## config.mk

```make
export PLATFORM = sky130hd
export DESIGN_NAME = lpb_top
export DESIGN_NICKNAME = d
export VERILOG_FILES = /design/src/rtl/lpb_pkg.sv /design/src/rtl/lpb_dpath.sv /design/src/rtl/lpb_ctrl.sv /design/src/rtl/lpb_top.sv
export SDC_FILE = /design/constraint.sdc
export NUM_CORES = 1
export LEC_CHECK = 0
export BUFFER_PORTS_ARGS = -buffer_cell sky130_fd_sc_hd__buf_2
export CAP_MARGIN = 10
export CORE_MARGIN = 2
export CORE_UTILIZATION = 56
export CTS_BUF_LIST = sky130_fd_sc_hd__clkbuf_4
export CTS_CLUSTER_SIZE = 16
export DETAILED_ROUTE_END_ITERATION = 7
export GPL_ROUTABILITY_DRIVEN = 0
export PLACE_DENSITY = 0.79
export SLEW_MARGIN = 20
export SYNTH_ARGS = -nofsm -noshare
export SYNTH_HDL_FRONTEND = slang
export SYNTH_SLANG_ARGS = --single-unit
```

## constraint.sdc

```tcl
create_clock -name clk -period 4.38 [get_ports clk]
set_input_delay 0.219 -clock clk [delete_from_list [all_inputs] [get_ports clk]]
set_output_delay 0.219 -clock clk [all_outputs]
set_load 0.02 [all_outputs]
```

## src/rtl/lpb_pkg.sv

```systemverilog
package lpb_pkg;

  typedef enum logic [1:0] {
    ST_IDLE,
    ST_DEMAND,
    ST_PREFETCH
  } lpbState_t;

  // Strobes from the control to the datapath
  typedef struct packed {
    logic fillStart;  // target way becomes invalid, fill begins
    logic fillWrite;  // one fill beat to store
    logic fillDone;   // last beat, tag may become valid
    logic isDemand;   // fill in progress or starting is a demand fill
    logic fillWay;    // way being filled
    logic touch;      // a read was answered this cycle
    logic touchWay;   // way that answered it
  } lpbStrobe_t;

endpackage

```

## src/rtl/lpb_dpath.sv

```systemverilog
module lpb_dpath
  import lpb_pkg::*;
#(
  parameter int LINE_W     = 20,
  parameter int DATA_W     = 32,
  parameter int LINE_WORDS = 4,
  localparam int WSEL_W    = $clog2(LINE_WORDS)
) (
  input  logic              clk,
  input  logic              rst,
  input  logic [LINE_W-1:0] rdLine,
  input  logic [WSEL_W-1:0] rdWord,
  input  logic              wrStrobe,
  input  logic [LINE_W-1:0] wrLine,
  input  logic [LINE_W-1:0] fillLine,
  input  logic              fillActive,
  input  logic [WSEL_W-1:0] beatIdx,
  input  logic [DATA_W-1:0] fillData,
  input  lpbStrobe_t        strb,
  output logic              hit,
  output logic              hitWay,
  output logic              nextPresent,
  output logic              lruWay,
  output logic [DATA_W-1:0] rdData
);

  localparam int WAYS = 2;

  logic [DATA_W-1:0] store [WAYS][LINE_WORDS];
  logic [LINE_W-1:0] tagQ  [WAYS];
  logic [WAYS-1:0]   validQ;
  logic [WAYS-1:0]   hitVec;
  logic [WAYS-1:0]   nextVec;
  logic [WAYS-1:0]   wrVec;
  logic              killQ;
  logic              lruQ;
  logic [LINE_W-1:0] nextLine;

  assign nextLine = rdLine + LINE_W'(1);

  for (genvar w = 0; w < WAYS; w++) begin : g_cmp
    assign hitVec[w]  = validQ[w] && (tagQ[w] == rdLine);
    assign nextVec[w] = validQ[w] && (tagQ[w] == nextLine);
    assign wrVec[w]   = validQ[w] && (tagQ[w] == wrLine);
  end

  assign hit         = |hitVec;
  assign hitWay      = hitVec[1];
  assign nextPresent = |nextVec;
  assign lruWay      = lruQ;
  assign rdData      = store[hitWay][rdWord];

  // Line storage, written one beat at a time
  always_ff @(posedge clk) begin
    if (strb.fillWrite) store[strb.fillWay][beatIdx] <= fillData;
  end

  // A write to the line in flight stops it from becoming valid
  always_ff @(posedge clk) begin
    if (rst || strb.fillStart) killQ <= 1'b0;
    else if (fillActive && wrStrobe && (wrLine == fillLine)) killQ <= 1'b1;
  end

  // Tags and valid flags
  always_ff @(posedge clk) begin
    if (rst) begin
      validQ <= '0;
      for (int w = 0; w < WAYS; w++) tagQ[w] <= '0;
    end else begin
      for (int w = 0; w < WAYS; w++) begin
        if (strb.fillStart && (strb.fillWay == 1'(w))) begin
          validQ[w] <= 1'b0;
        end else if (strb.fillDone && (strb.fillWay == 1'(w))) begin
          validQ[w] <= !killQ && !(wrStrobe && (wrLine == fillLine));
          tagQ[w]   <= fillLine;
        end else if (wrStrobe && wrVec[w]) begin
          validQ[w] <= 1'b0;
        end
      end
    end
  end

  // Recency: demand fills and answered reads count as use, prefetches do not
  always_ff @(posedge clk) begin
    if (rst) lruQ <= 1'b0;
    else if (strb.fillDone && strb.isDemand) lruQ <= ~strb.fillWay;
    else if (strb.touch) lruQ <= ~strb.touchWay;
  end


  tag_unique_chk: assert property (@(posedge clk) disable iff (rst)
    $onehot0(hitVec));


  snoop_drop_chk: assert property (@(posedge clk) disable iff (rst)
    (wrStrobe && wrVec[0] && !strb.fillDone && !strb.fillStart) |=> !validQ[0]);

endmodule

```

## src/rtl/lpb_ctrl.sv

```systemverilog
module lpb_ctrl
  import lpb_pkg::*;
#(
  parameter int LINE_W     = 20,
  parameter int LINE_WORDS = 4,
  parameter int BURST_W    = 3,
  localparam int WSEL_W    = $clog2(LINE_WORDS)
) (
  input  logic               clk,
  input  logic               rst,
  input  logic               raEnable,
  input  logic               rdReq,
  input  logic [BURST_W-1:0] rdBurst,
  input  logic [LINE_W-1:0]  rdLine,
  input  logic               hit,
  input  logic               hitWay,
  input  logic               nextPresent,
  input  logic               lruWay,
  input  logic               fillValid,
  output logic               rdReady,
  output logic               fillReq,
  output logic [LINE_W-1:0]  fillLine,
  output logic [WSEL_W-1:0]  beatIdx,
  output lpbStrobe_t         strb
);

  lpbState_t         state;
  logic [LINE_W-1:0] lineQ;
  logic              wayQ;
  logic [WSEL_W-1:0] beatQ;
  logic              idleHit;
  logic              idleMiss;
  logic              wantAhead;
  logic              lastBeat;

  assign wantAhead = raEnable && (rdBurst >= BURST_W'(2)) && !nextPresent;
  assign idleHit   = (state == ST_IDLE) && rdReq && hit;
  assign idleMiss  = (state == ST_IDLE) && rdReq && !hit;
  assign rdReady   = rdReq && hit && (state != ST_DEMAND);
  assign fillReq   = (state != ST_IDLE);
  assign fillLine  = lineQ;
  assign beatIdx   = beatQ;
  assign lastBeat  = fillReq && fillValid && (beatQ == WSEL_W'(LINE_WORDS - 1));

  always_comb begin
    strb           = '0;
    strb.touch     = rdReady;
    strb.touchWay  = hitWay;
    strb.fillStart = idleMiss || (idleHit && wantAhead);
    strb.fillWrite = fillReq && fillValid;
    strb.fillDone  = lastBeat;
    if (state == ST_IDLE) begin
      strb.fillWay  = idleMiss ? lruWay : ~hitWay;
      strb.isDemand = idleMiss;
    end else begin
      strb.fillWay  = wayQ;
      strb.isDemand = (state == ST_DEMAND);
    end
  end

  always_ff @(posedge clk) begin
    if (rst) begin
      state <= ST_IDLE;
      lineQ <= '0;
      wayQ  <= 1'b0;
      beatQ <= '0;
    end else begin
      case (state)
        ST_IDLE: begin
          if (strb.fillStart) begin
            state <= idleMiss ? ST_DEMAND : ST_PREFETCH;
            lineQ <= idleMiss ? rdLine : rdLine + LINE_W'(1);
            wayQ  <= strb.fillWay;
            beatQ <= '0;
          end
        end
        default: begin
          if (fillValid) begin
            beatQ <= beatQ + WSEL_W'(1);
            if (lastBeat) state <= ST_IDLE;
          end
        end
      endcase
    end
  end


  miss_fill_chk: assert property (@(posedge clk) disable iff (rst)
    (!fillReq && rdReq && !hit) |=> (fillReq && fillLine == $past(rdLine)));


  fill_line_hold_chk: assert property (@(posedge clk) disable iff (rst)
    (fillReq && $past(fillReq)) |-> $stable(fillLine));


  single_no_prefetch_chk: assert property (@(posedge clk) disable iff (rst)
    (state == ST_PREFETCH && $past(state) == ST_IDLE)
      |-> ($past(rdBurst) >= BURST_W'(2) && $past(raEnable)));


  victim_not_read_chk: assert property (@(posedge clk) disable iff (rst)
    (state == ST_PREFETCH && $past(state) == ST_IDLE) |-> (wayQ != $past(hitWay)));

endmodule

```

## src/rtl/lpb_top.sv

```systemverilog
module lpb_top
  import lpb_pkg::*;
#(
  parameter int ADDR_W     = 22,
  parameter int DATA_W     = 32,
  parameter int LINE_WORDS = 4,
  parameter int BURST_W    = 3,
  localparam int WSEL_W    = $clog2(LINE_WORDS),
  localparam int LINE_W    = ADDR_W - WSEL_W
) (
  input  logic               clk,
  input  logic               rst,
  input  logic               raEnable,
  input  logic               rdReq,
  input  logic [ADDR_W-1:0]  rdAddr,
  input  logic [BURST_W-1:0] rdBurst,
  output logic               rdReady,
  output logic [DATA_W-1:0]  rdData,
  input  logic               wrStrobe,
  input  logic [LINE_W-1:0]  wrLine,
  output logic               fillReq,
  output logic [LINE_W-1:0]  fillLine,
  input  logic               fillValid,
  input  logic [DATA_W-1:0]  fillData
);

  logic [LINE_W-1:0] rdLine;
  logic [WSEL_W-1:0] rdWord;
  logic [WSEL_W-1:0] beatIdx;
  logic              hit;
  logic              hitWay;
  logic              nextPresent;
  logic              lruWay;
  lpbStrobe_t        strb;

  assign rdLine = rdAddr[ADDR_W-1:WSEL_W];
  assign rdWord = rdAddr[WSEL_W-1:0];

  lpb_ctrl #(
    .LINE_W(LINE_W), .LINE_WORDS(LINE_WORDS), .BURST_W(BURST_W)
  ) u_ctrl (
    .clk(clk), .rst(rst), .raEnable(raEnable), .rdReq(rdReq), .rdBurst(rdBurst),
    .rdLine(rdLine), .hit(hit), .hitWay(hitWay), .nextPresent(nextPresent),
    .lruWay(lruWay), .fillValid(fillValid), .rdReady(rdReady), .fillReq(fillReq),
    .fillLine(fillLine), .beatIdx(beatIdx), .strb(strb)
  );

  lpb_dpath #(
    .LINE_W(LINE_W), .DATA_W(DATA_W), .LINE_WORDS(LINE_WORDS)
  ) u_dpath (
    .clk(clk), .rst(rst), .rdLine(rdLine), .rdWord(rdWord), .wrStrobe(wrStrobe),
    .wrLine(wrLine), .fillLine(fillLine), .fillActive(fillReq), .beatIdx(beatIdx),
    .fillData(fillData), .strb(strb), .hit(hit), .hitWay(hitWay),
    .nextPresent(nextPresent), .lruWay(lruWay), .rdData(rdData)
  );

endmodule

```

==> impl_metrics.yaml <==
finish:
  mostFrequentLayoutCell: "edfxtp_1"
  area_delta_synth_final_pct: 17.58
  drive_gt1_frac: 0.3268
  finalNonFillerCells: 1617
  design_area_mm2: 0.01772
  n_fill_cell: 1818
  mostFrequentLayoutCells: "edfxtp_1, buf_2, clkbuf_4"
  layout.nets: 1298
sta:
  worst_slew_pin_slew_ns: 0.9821
  max_freq_ghz: 0.2367
  tns_ns: 0
  rsz0062_at_grt: "false"
  period_minus_slack_ns: 4.225
  maxSlewHeadroom: 0.3452
  slew_violations: 0
  fin_crit_sh: 0.9646
  fin_worst_skew_ns: 0.05100
  setup_viol: 0
  finalHoldViolCount: 0
route:
  viasPerCell: 6.221
  first_pass_iters: 6
  wl_per_cell_um: 23.24
  routed_wl_um: 37590
  drtIter0Drc: 1237
  drc: 0
  ant_nets: 0
  vias: 10060
cts:
  clkLatencyLatePin_ns: 0.72
  clockBufferDepth: 3
  cts_tree: "yes"
  cts_resized: 0
  cts_max_level: 3
  cts_buffers: 84
  cts.repair_timing.setup_buffer_count: 0
  cts-hold-fix-buffers: 50
  cts_root_buf: "clkbuf_4"
  clkSlewWorstSetupHoldPaths_ns: 0.06
  numClockSinks: 325
placed_design:
  dpl_cell_area_mm2: 0.01607
  placedCellCount: 1413
  portBuffers: 135
  place_hpwl_um: 23600
global_routing:
  grt_overflow: 0
  grt.busiest_layer: "met2"
  use_met2: 0.4317
  track_usage: 0.2654
  grt_pass1_vias: 10020
  grtUsageMet3: 0.05501
  grt_max_degree: 66
  grtUsageMet1: 0.3595
  grt_pass1_wl_um: 56720
  grt_antenna_before_repair: 4
floorplanning:
  ioPinCount: 137
  rows: 60
  die_x_um: 168.1
  start_util: 0.5640
  coreArea_mm2: 0.02673
  dieArea_mm2: 0.02825
  chipHeight_um: 168.1
logic_synthesis:
  async_flop_share: 0
  synth_area_per_cell_um2: 15.27
  yosysSeqAreaShare: 0.6282
  syn-cell-area_mm2: 0.01507
  yosysWarnings: 0
  yosys_register_bits: 325
  synthFlopType: "edfxtp_1"
  synth_cells: 987
  synth_cell_types: 73
  synthesis.nets: 1075
  synth_edf_count: 296
outcome:
  status: "finished, final reports clean"
power:
  vdd_ir_drop_max_v: 0.0001963
  p_leak_nw: 6.149
  powerDensity_mw_per_mm2: 382.9
setup_path:
  rr_endpoint: "u_dpath.tagQ[0][35]"
  slowest_delay_ns: 0.46
  critPathTopFamily: "simple AND/OR/NAND/NOR gates"
  rrSetupSlack_ns: 0.34
  critPathRequiredTime_ns: 4.16
  path_cells: "xnor2_1 > nand2_1 > or3_1 > nor4_1 > nand4_1 > buf_4 > mux4_2 > mux2_2 > buf_2"
  r2r_cells: 9
  r2r_start: "u_dpath.tagQ[0][22]"
  cp_num_buf_inv: 2
  cp-end-kind: "output pin"
  critPathArrivalTime_ns: 4.01
  cp_slowest_cell: "edfxtp_1"
  critPathLaunchType: "register"
  worstSetupPathType: "register to output pin"
  cp_max_fo: 65
run:
  max-cap-violations: 0
worst_hold_path:
  holdPathEnd: "u_ctrl.fillLine[10]"
  min_from: "rdAddr[12]"
  whs_path_depth: 4
  hp-class: "input port to register"
power by group:
group / leakage [nW] / switching, mW / total (mW) / internal (mW)
sequential: 2.96 / 0.0660 / 3.51 / 3.45
clock: 0.650 / 1.22 / 2.61 / 1.38
combinational: 2.54 / 0.393 / 0.665 / 0.272
total: 6.15 / 1.68 / 6.79 / 5.10
flip-flops by register name, indices dropped and copies added (netlist names):
| register | flops |
|---|---|
| u_ctrl.beatIdx | 2 |
| u_ctrl.fillLine | 20 |
| u_ctrl.state | 2 |
| u_ctrl.wayQ | 1 |
| u_dpath.killQ | 1 |
| u_dpath.lruWay | 1 |
| u_dpath.store | 256 |
| u_dpath.tagQ | 40 |
| u_dpath.validQ | 2 |
tightest hold or removal path, stage by stage:
cell and delay [ns]:
buf_2 0.13, buf_4 0.19, nand3_1 0.08, nand4_1 0.09
how the worst max path moves through the flow:
stage,slack [ns],endpoint,cells past startpoint,startpoint
5_1_grt,0.1,rdData[28],9,u_dpath.tagQ[0][24]
4_1_cts,0.23,rdData[28],9,u_dpath.tagQ[0][24]
3_3_place_gp,0.44,u_dpath.tagQ[0][34],9,u_dpath.tagQ[0][22]
3_5_place_dp,0.41,u_dpath.tagQ[0][39],9,u_dpath.tagQ[0][22]
2_1_floorplan,0.01,u_dpath.store[0][0],10,u_dpath.tagQ[0][22]
6_report,0.16,rdData[13],9,u_dpath.tagQ[0][24]
cells in the mapped netlist (8+ instances only):
cell | number | share of area
nor2b_1 | 9 | 0.0037
xor2_1 | 31 | 0.018
mux2_2 | 34 | 0.025
nor4_1 | 19 | 0.0079
nand3_1 | 37 | 0.012
mux4_2 | 64 | 0.096
clkbuf_1 | 35 | 0.0087
nand2_1 | 41 | 0.010
a21oi_1 | 16 | 0.0053
nor3_1 | 15 | 0.0050
buf_2 | 12 | 0.0040
nor2_1 | 32 | 0.0080
edfxtp_1 | 296 | 0.59
nand4_1 | 54 | 0.022
inv_1 | 13 | 0.0032
xnor2_1 | 89 | 0.052
and3_1 | 26 | 0.011
buf_6 | 9 | 0.0067
buf_1 | 8 | 0.0020
dfxtp_1 | 29 | 0.039
per-layer routing:
metal,share of wire,vias to the layer above
li1,-,4409
met1,0.39,4980
met2,0.49,590
met3,0.098,80
met4,0.023,0
met5,0,-
logic make-up (layout without fill, tap and decap cells):
family,count (synthesis),in the layout,share of synthesized area
AO/OA/AOI/OAI,73,73,0.03801
adder cells (fa/ha/maj),5,5,0.004150
buffers and inverters,81,367,0.02664
XOR/XNOR,121,121,0.07080
other,0,3,0
AND/OR/NAND/NOR,279,279,0.1078
flip-flops,325,325,0.6282
multiplexers,103,103,0.1244
through the flow:
step           setup WS (ns)  utilization  power [mW]  hold WS [ns]
4_1_cts               0.2333       0.6609       6.819      0.009975
2_1_floorplan        0.01047            -       3.954        0.3179
5_1_grt              0.09507       0.6632       7.052       0.05981
3_5_place_dp          0.4072       0.6013       4.188        0.4734
6_report              0.1551       0.6632       6.787       0.06671
3_3_place_gp          0.4402       0.6013       4.173        0.4537
final cells by class:
type | instances | area (um2) | area share
clock inverter | 24 | 153.9 | 0.008683
clock buffer | 125 | 938.4 | 0.05294
tap | 341 | 426.7 | 0.02407
multi-input combinational | 581 | 5261 | 0.2968
sequential | 325 | 9469 | 0.5342
antenna | 3 | 7.507 | 0.0004235
inverter | 13 | 48.80 | 0.002753
timing repair buffer | 205 | 1419 | 0.08005
(Power assumes the default switching activity.)
